===== src/rtl/alu2l_pkg.sv =====
package alu2l_pkg;

   typedef enum logic [2:0] {
      ALU_AND = 3'b000,
      ALU_OR  = 3'b001,
      ALU_ADD = 3'b010,
      ALU_RSV = 3'b011,
      ALU_SUB = 3'b110,
      ALU_SLT = 3'b111
   } alu_op_e;

   typedef enum logic [1:0] {
      CLS_MEM   = 2'b00,
      CLS_BR    = 2'b01,
      CLS_RTYPE = 2'b10,
      CLS_RSV   = 2'b11
   } alu_cls_e;

   localparam logic [5:0] FN_ADD = 6'h20;
   localparam logic [5:0] FN_SUB = 6'h22;
   localparam logic [5:0] FN_AND = 6'h24;
   localparam logic [5:0] FN_OR  = 6'h25;
   localparam logic [5:0] FN_SLT = 6'h2A;

endpackage


===== src/rtl/alu2l_decode.sv =====
module alu2l_decode
   import alu2l_pkg::*;
#(
   parameter int FUNCT_W = 6
) (
   input  logic [1:0]         cls_i,
   input  logic [FUNCT_W-1:0] funct_i,
   output alu_op_e            op_o
);

   localparam int CODE_W = 6;

   if (FUNCT_W < CODE_W) begin : g_bad_funct_w
      $error("alu2l_decode: FUNCT_W must be at least 6");
   end

   logic hi_clear;

   if (FUNCT_W > CODE_W) begin : g_wide_funct
      assign hi_clear = ~|funct_i[FUNCT_W-1:CODE_W];
   end else begin : g_exact_funct
      assign hi_clear = 1'b1;
   end

   logic [CODE_W-1:0] code;
   assign code = funct_i[CODE_W-1:0];

   always_comb begin
      op_o = ALU_RSV;
      case (cls_i)
         CLS_MEM: op_o = ALU_ADD;
         CLS_BR:  op_o = ALU_SUB;
         CLS_RTYPE: begin
            if (hi_clear) begin
               case (code)
                  FN_ADD:  op_o = ALU_ADD;
                  FN_SUB:  op_o = ALU_SUB;
                  FN_AND:  op_o = ALU_AND;
                  FN_OR:   op_o = ALU_OR;
                  FN_SLT:  op_o = ALU_SLT;
                  default: op_o = ALU_RSV;
               endcase
            end
         end
         default: op_o = ALU_RSV;
      endcase
   end

endmodule


===== src/rtl/alu2l_arith.sv =====
module alu2l_arith #(
   parameter int DATA_W      = 32,
   parameter bit SLT_VIA_SUB = 1'b1
) (
   input  logic [DATA_W-1:0] a_i,
   input  logic [DATA_W-1:0] b_i,
   input  logic              sub_i,
   output logic [DATA_W-1:0] sum_o,
   output logic              lt_o
);

   localparam int MSB = DATA_W - 1;

   if (DATA_W < 2) begin : g_bad_data_w
      $error("alu2l_arith: DATA_W must be at least 2");
   end

   logic [DATA_W-1:0] b_eff;
   assign b_eff = sub_i ? ~b_i : b_i;
   assign sum_o = a_i + b_eff + {{(DATA_W-1){1'b0}}, sub_i};

   if (SLT_VIA_SUB) begin : g_slt_shared
      // The compare reuses the subtractor. The owner must hold sub_i high for SLT.
      logic ovf;
      assign ovf  = (a_i[MSB] != b_i[MSB]) && (sum_o[MSB] != a_i[MSB]);
      assign lt_o = sum_o[MSB] ^ ovf;
   end else begin : g_slt_direct
      assign lt_o = $signed(a_i) < $signed(b_i);
   end

endmodule


===== src/rtl/alu2l_zero.sv =====
module alu2l_zero #(
   parameter int DATA_W = 32,
   parameter int SLICE  = 8
) (
   input  logic [DATA_W-1:0] val_i,
   output logic              zero_o
);

   localparam int NSLICE = (DATA_W + SLICE - 1) / SLICE;
   localparam int PAD_W  = NSLICE * SLICE;

   if (SLICE < 1) begin : g_bad_slice
      $error("alu2l_zero: SLICE must be positive");
   end

   logic [PAD_W-1:0]  padded;
   logic [NSLICE-1:0] slice_any;

   assign padded = {{(PAD_W-DATA_W){1'b0}}, val_i};

   for (genvar s = 0; s < NSLICE; s++) begin : g_slice
      assign slice_any[s] = |padded[s*SLICE +: SLICE];
   end

   assign zero_o = ~|slice_any;

endmodule


===== src/rtl/alu2l_top.sv =====
module alu2l_top
   import alu2l_pkg::*;
#(
   parameter int DATA_W      = 32,
   parameter int FUNCT_W     = 6,
   parameter bit SLT_VIA_SUB = 1'b1,
   parameter int ZERO_SLICE  = 8
) (
   input  logic [1:0]         cls_i,
   input  logic [FUNCT_W-1:0] funct_i,
   input  logic [DATA_W-1:0]  opnd_a_i,
   input  logic [DATA_W-1:0]  opnd_b_i,
   output logic [2:0]         op_o,
   output logic [DATA_W-1:0]  result_o,
   output logic               zero_o
);

   localparam int MSB = DATA_W - 1;

   if (DATA_W < 2) begin : g_bad_data_w
      $error("alu2l_top: DATA_W must be at least 2");
   end

   alu_op_e           op_w;
   logic              sub_w;
   logic [DATA_W-1:0] sum_w;
   logic              lt_w;

   alu2l_decode #(.FUNCT_W(FUNCT_W)) i_decode (
      .cls_i   (cls_i),
      .funct_i (funct_i),
      .op_o    (op_w)
   );

   assign sub_w = (op_w == ALU_SUB) || (op_w == ALU_SLT);

   alu2l_arith #(.DATA_W(DATA_W), .SLT_VIA_SUB(SLT_VIA_SUB)) i_arith (
      .a_i   (opnd_a_i),
      .b_i   (opnd_b_i),
      .sub_i (sub_w),
      .sum_o (sum_w),
      .lt_o  (lt_w)
   );

   always_comb begin
      case (op_w)
         ALU_AND: result_o = opnd_a_i & opnd_b_i;
         ALU_OR:  result_o = opnd_a_i | opnd_b_i;
         ALU_ADD,
         ALU_SUB: result_o = sum_w;
         ALU_SLT: result_o = {{MSB{1'b0}}, lt_w};
         default: result_o = '0;
      endcase
   end

   alu2l_zero #(.DATA_W(DATA_W), .SLICE(ZERO_SLICE)) i_zero (
      .val_i  (result_o),
      .zero_o (zero_o)
   );

   assign op_o = op_w;

   // Guards on the settled combinational outputs
   always_comb begin
      if (op_w == ALU_SLT) begin
         p_slt_upper_clear_r7: assert (result_o[MSB:1] == '0)
            else $error("SLT result has upper bits set");
      end
      if (op_w == ALU_RSV) begin
         p_reserved_zero_r4: assert (result_o == '0 && zero_o)
            else $error("reserved op produced a nonzero result");
      end
      if (cls_i == CLS_BR) begin
         p_branch_sub_r2: assert (op_w == ALU_SUB)
            else $error("branch class did not select subtract");
      end
      if (op_w == ALU_SUB && zero_o) begin
         p_equal_on_zero_r8: assert (opnd_a_i == opnd_b_i)
            else $error("zero flag on subtract with unequal operands");
      end
      if (cls_i == CLS_MEM) begin
         p_mem_add_r2: assert (op_w == ALU_ADD)
            else $error("memory class did not select add");
      end
   end

endmodule


===== config.mk =====
export PLATFORM = sky130hd
export DESIGN_NAME = alu2l_top
export DESIGN_NICKNAME = d
export VERILOG_FILES = /design/src/rtl/alu2l_pkg.sv /design/src/rtl/alu2l_decode.sv /design/src/rtl/alu2l_arith.sv /design/src/rtl/alu2l_zero.sv /design/src/rtl/alu2l_top.sv
export SDC_FILE = /design/constraint.sdc
export NUM_CORES = 1
export LEC_CHECK = 0
export BUFFER_PORTS_ARGS = -buffer_cell sky130_fd_sc_hd__clkbuf_2
export CAP_MARGIN = 20
export CORE_MARGIN = 2
export CORE_UTILIZATION = 40
export DETAILED_ROUTE_END_ITERATION = 7
export PLACE_DENSITY_LB_ADDON = 0.2
export REMOVE_ABC_BUFFERS = 1
export SLEW_MARGIN = 20
export SYNTH_ARGS = -nofsm -noshare
export SYNTH_HDL_FRONTEND = slang
export SYNTH_HIERARCHICAL = 1
export SYNTH_SLANG_ARGS = --single-unit

===== constraint.sdc =====
create_clock -name vclk -period 11
set_clock_uncertainty 0.2 [all_clocks]
set_input_delay 2.2 -clock vclk [all_inputs]
set_output_delay 2.2 -clock vclk [all_outputs]
set_load 0.01 [all_outputs]

==> flow_summary.ini, run 1 <==
[synthesis]
yosysWarnings = 6
synth_seq_area_share_pct = 0
ys_types = 59
synth_area_per_cell_sq_um = 7.43
synth.top_cell.area_share_pct = 12.8
synthTopCellsByArea = xor2_1 (13%), ha_1 (13%), maj3_2 (11%)
synth_cells = 395
synth_area_leader_cell = xor2_1
syn_area_sq_um = 2930

[detailed_routing]
via_per_inst = 5.67
drt_iter0_drc = 171
drtPass1Iterations = 4
vias = 3306
drc = 0
wl_per_cell_um = 15.4
drt-total-wl_um = 8960
ant_nets = 0

[critical_path]
crit_type = input port to output pin
critical_path_arrival_ps = 7220
critPathMaxFanout = 32
cpMaxStageDelayCell = and2_2
slowest_delay_ps = 590
endpoint_kind = output pin
cp-start-kind = input port
cp_cell_sequence = clkbuf_2 -> nor4b_2 -> nand4b_1 -> and2_2 -> xor2_1 -> ha_1 -> a21oi_1 -> o21ai_0 -> a41oi_2 -> nand3_2 -> o31a_1 -> xor2_1 -> maj3_2 -> nand3_1 -> o21ai_0 -> o2bb2ai_1 -> nor4_1 -> nand4_1 -> nor2_1 -> clkbuf_2
critPathTopFamily = simple AND/OR/NAND/NOR gates
worst-path-buf-inv = 2
crit_required_ps = 8600

[sta]
slew_violations = 0
max-slew-margin-rel_pct = 36.5
max_freq_ghz = 0.104
finalCriticalPeriod_ps = 9620
setup_ws_ps = 1380
hold_violations = 0
post-route-period-util_pct = 87.5
setup-tns-final_ps = 0
tightest_slew_ps = 952
setup_viol = 0
rsz0062_at_grt = false

[global_routing]
antenna_found_initial = 0
grt_usage_pct = 21.5
grt_first_pass_wirelength_um = 14200
grt_max_degree = 37
grt_pass1_vias = 3055
grt.overflow.total = 0

[run_status]
status = finished clean

[floorplanning]
core_sq_um = 7180
die-area_sq_um = 8040
initial_core_util_pct = 40.9
ios = 108
die_h_um = 89.6
die_x_um = 89.6
fp-row-count = 31

[final_layout]
diodes = 0
synthToLayoutAreaGrowth_pct = 19.9
seq_cell_count = 0
fillers = 770
final_nets = 589
multi_input_area_sq_um = 2770
regArea_sq_um = 0
final_layout_size_suffix_gt1_share_pct = 31.6
nClkBuffers = 0

[min_path]
hp-class = input port to output pin

[power_and_ir_drop]
ir_drop_uv = 38.3
p_leak_nw = 1.63
p_per_area_nw_per_um2 = 87.7

[placed_design]
dp_hpwl_um = 7210
portBuffers = 108
dp_slack_ps = 1370
routabilityCongestion = 0.897

[clocking]
cts_setup_buffers = 0
cts_resized = 0
ctsHoldBuffers = 0

[run]
max_cap_viol_count = 0
metrics by stage:
step | instances | util, % | hold WS, ps | power (W) | cell area (sq um)
6_report | 583 | 49.0 | 4580 | 0.000309 | 3520
5_1_grt | 583 | 49.0 | 4620 | 0.000340 | 3520
4_1_cts | 583 | 49.0 | 4570 | 0.000308 | 3520
3_5_place_dp | 583 | 49.0 | 4570 | 0.000305 | 3520
3_3_place_gp | 583 | 49.0 | 4560 | 0.000305 | 3520
2_1_floorplan | 373 | - | 4290 | 0.000216 | 2810
where the power goes:
| group | switching (W) | internal [W] | total [W] |
|---|---|---|---|
| clock | 0 | 0 | 0 |
| combinational | 0.000174 | 0.000134 | 0.000309 |
| sequential | 0 | 0 | 0 |
| total | 0.000174 | 0.000134 | 0.000309 |
layout by cell type, fill, tap and decap left out, types with 2 or more instances in the layout:
master / synthesis / layout
a211oi_1: 3 / 3
a21o_1: 6 / 6
a21oi_1: 39 / 39
a221o_1: 2 / 2
a22o_1: 31 / 31
a31oi_1: 3 / 3
and2_1: 3 / 2
and3_1: 2 / 2
buf_4: 0 / 3
clkbuf_2: 2 / 108
ha_1: 30 / 30
inv_1: 15 / 15
maj3_1: 4 / 4
maj3_2: 28 / 28
nand2_1: 27 / 27
nand2b_1: 4 / 4
nand3_1: 6 / 6
nand3b_1: 2 / 2
nand4_1: 8 / 8
nor2_1: 24 / 23
nor3_1: 6 / 6
nor4_1: 8 / 8
o211ai_1: 6 / 6
o21a_1: 4 / 4
o21ai_0: 17 / 17
o21bai_1: 2 / 2
o22ai_1: 2 / 2
o31ai_1: 2 / 2
xnor2_1: 19 / 19
xor2_1: 43 / 43
synth_stat cells, drive strengths merged (2+ instances only):
cell    count
o31ai       2
xnor2      19
nand3       7
a21boi      2
nor2       24
a22o       31
nand2b      4
nor3        6
nand2      27
o21bai      2
a21o        6
nand4       8
mux2i       2
maj3       32
xor2       43
inv        15
ha         30
a21oi      39
a221o       2
buf        12
a31oi       3
and2        3
clkbuf     10
o211ai      6
o21ai      19
a211oi      3
o21a        4
nand3b      2
o22ai       3
nor4        9
and3        2
path summary, 6_finish.rpt:
kind / startpoint / end / slack (ps) / depth (start not counted)
setup / recovery: cls_i[0] / zero_o / 1380 / 20
hold / removal: cls_i[1] / op_o[2] / 4580 / 3
logic make-up after synthesis:
family	share of synthesized area, %
xor+xnor	18.5
compound gates	31.9
fa+ha+maj	25.6
simple gates	17.1
buf+inv	6.06
mux	0.810
layout make-up:
type / count / area share (%)
repair buffers: 111 / 16.0
well taps: 99 / 3.52
inverters: 15 / 1.60
multi-input cells: 358 / 78.9
metal layers:
metal	wire length [um]	global-route usage [%]	vias to the layer above
met5	0	0	-
met3	416	0.366	4
met2	4120	37.4	101
li1	-	-	1670
met4	57	1.49	0
met1	4370	30.9	1531
Note: power is estimated with default switching activity, not from simulation.
==> run 2: changes to the inputs <==
- CELL_PAD_IN_SITES_DETAIL_PLACEMENT: default -> 1
- CELL_PAD_IN_SITES_GLOBAL_PLACEMENT: default -> 1
==> run 2 against run 1 <==
Net effect:
- via count up 2.7%
- maximum frequency down 3.0%
- non-clock buffer count unchanged
- worst setup slack worse by 290 ps
- sequential share of layout area unchanged
- largest cell class unchanged
- largest power group unchanged
==> flow_summary.ini, run 2 (synthesized netlist as in run 1, its figures left out) <==
[sta]
setup_viol = 0
max_freq_ghz = 0.101
timing.hold.ws_ps = 4580
slew_violations = 0
finalCriticalPeriod_ps = 9920
rsz0062_at_grt = false
hold_violations = 0
max-slew-margin-rel_pct = 32.7
tightest_slew_ps = 1010
post-route-period-util_pct = 90.2
setup-tns-final_ps = 0
setup_ws_ps = 1080

[placed_design]
dp_hpwl_um = 8370
place_area_sq_um = 3520
portBuffers = 108
routabilityCongestion = 0.845
dp_slack_ps = 1040

[power_and_ir_drop]
p_per_area_nw_per_um2 = 89.6
p_leak_nw = 1.63
power.switching_w = 0.000181
sequentialPowerShare_pct = 0
internal_power_w = 0.000134
swShare_pct = 57.3
pwr-share-clk_pct = 0
share_comb_of_total_power_pct = 100.0
ir_drop_uv = 36.6

[clocking]
cts_resized = 0
cts_setup_buffers = 0
ctsHoldBuffers = 0

[critical_path]
cp-start-kind = input port
cp_cell_sequence = clkbuf_2 -> or3b_1 -> o22ai_2 -> and2_2 -> xor2_1 -> ha_1 -> a21oi_1 -> o21ai_0 -> a41oi_2 -> nand3_2 -> o31a_1 -> xor2_1 -> maj3_2 -> nand3_1 -> o21ai_0 -> o2bb2ai_1 -> nor4_1 -> nand4_1 -> nor2_1 -> clkbuf_2
slowest_delay_ps = 870
cpMaxStageDelayCell = and2_2
endpoint_kind = output pin
crit_required_ps = 8600
critPathMaxFanout = 32
crit_type = input port to output pin
critical_path_arrival_ps = 7520

[final_layout]
diodes = 0
final_layout_size_suffix_gt1_share_pct = 31.6
fillers = 956
postLayoutCellArea_sq_um = 3520
final_common_cell = clkbuf_2
final_cell_mix = clkbuf_2 (108), xor2_1 (43), a21oi_1 (39)
regArea_sq_um = 0
final_nets = 589
nClkBuffers = 0
synthToLayoutAreaGrowth_pct = 19.9
seq_cell_count = 0

[detailed_routing]
drc = 0
via_per_inst = 5.82
ant_nets = 0
vias = 3395
drt_iter0_drc = 99
drtPass1Iterations = 4
wl_per_cell_um = 17.5
drt-total-wl_um = 10200

[min_path]
hp-class = input port to output pin

[global_routing]
grt_pass1_vias = 3460
grt_first_pass_wirelength_um = 16200
grt_max_degree = 37
grt_usage_pct = 24.6
antenna_found_initial = 0
grt.overflow.total = 0

[floorplanning]
initial_core_util_pct = 40.9
die_x_um = 89.6
ios = 108
die-area_sq_um = 8040
core_sq_um = 7180
fp-row-count = 31
die_h_um = 89.6

[run]
max_cap_viol_count = 0

[run_status]
status = finished clean
==> run 2: cell counts in the layout (fill, tap and decap cells not counted) <==
Identical to the previous run, type by type.
==> run 2: critical path, delay by kind of cell <==
kind | cells | cell delay [ps]
simple gates | 7 | 2470
buf+inv | 2 | 240
compound gates | 7 | 1510
fa+ha+maj | 2 | 770
xor+xnor | 2 | 340
==> run 2: per-stage QoR <==
| step | utilization [%] | cells | power, W |
|---|---|---|---|
| global route | 49.0 | 583 | 0.000345 |
| CTS | 49.0 | 583 | 0.000314 |
| global placement | 49.0 | 583 | 0.000305 |
| finish | 49.0 | 583 | 0.000315 |
| floorplan | - | 373 | 0.000216 |
| detailed placement | 49.0 | 583 | 0.000312 |
==> run 2: path summary, 6_finish.rpt <==
path | start | end | slack, ps | depth (start not counted)
worst max-delay path | funct_i[0] | zero_o | 1080 | 20
worst min-delay path | cls_i[1] | op_o[2] | 4580 | 3
==> run 2: power by group through the flow <==
stage,Combinational (W),Sequential [W],Clock [W]
2_1_floorplan,0.000216,0,0
3_3_place_gp,0.000305,0,0
3_5_place_dp,0.000312,0,0
4_1_cts,0.000314,0,0
5_1_grt,0.000345,0,0
6_report,0.000315,0,0
==> run 2: final cells by class <==
| type | instances | area, sq um | share of cell area (%) |
|---|---|---|---|
| inverters | 15 | 56.3 | 1.60 |
| multi-input cells | 358 | 2770 | 78.9 |
| well taps | 99 | 124 | 3.52 |
| repair buffers | 111 | 563 | 16.0 |
==> run 2: layer usage <==
| metal | wire [um] | global-route usage [%] | up-vias |
|---|---|---|---|
| met4 | 118 | 2.99 | 0 |
| met3 | 444 | 1.10 | 12 |
| met1 | 4600 | 31.9 | 1620 |
| met5 | 0 | 0 | - |
| li1 | - | - | 1668 |
| met2 | 5020 | 46.1 | 95 |
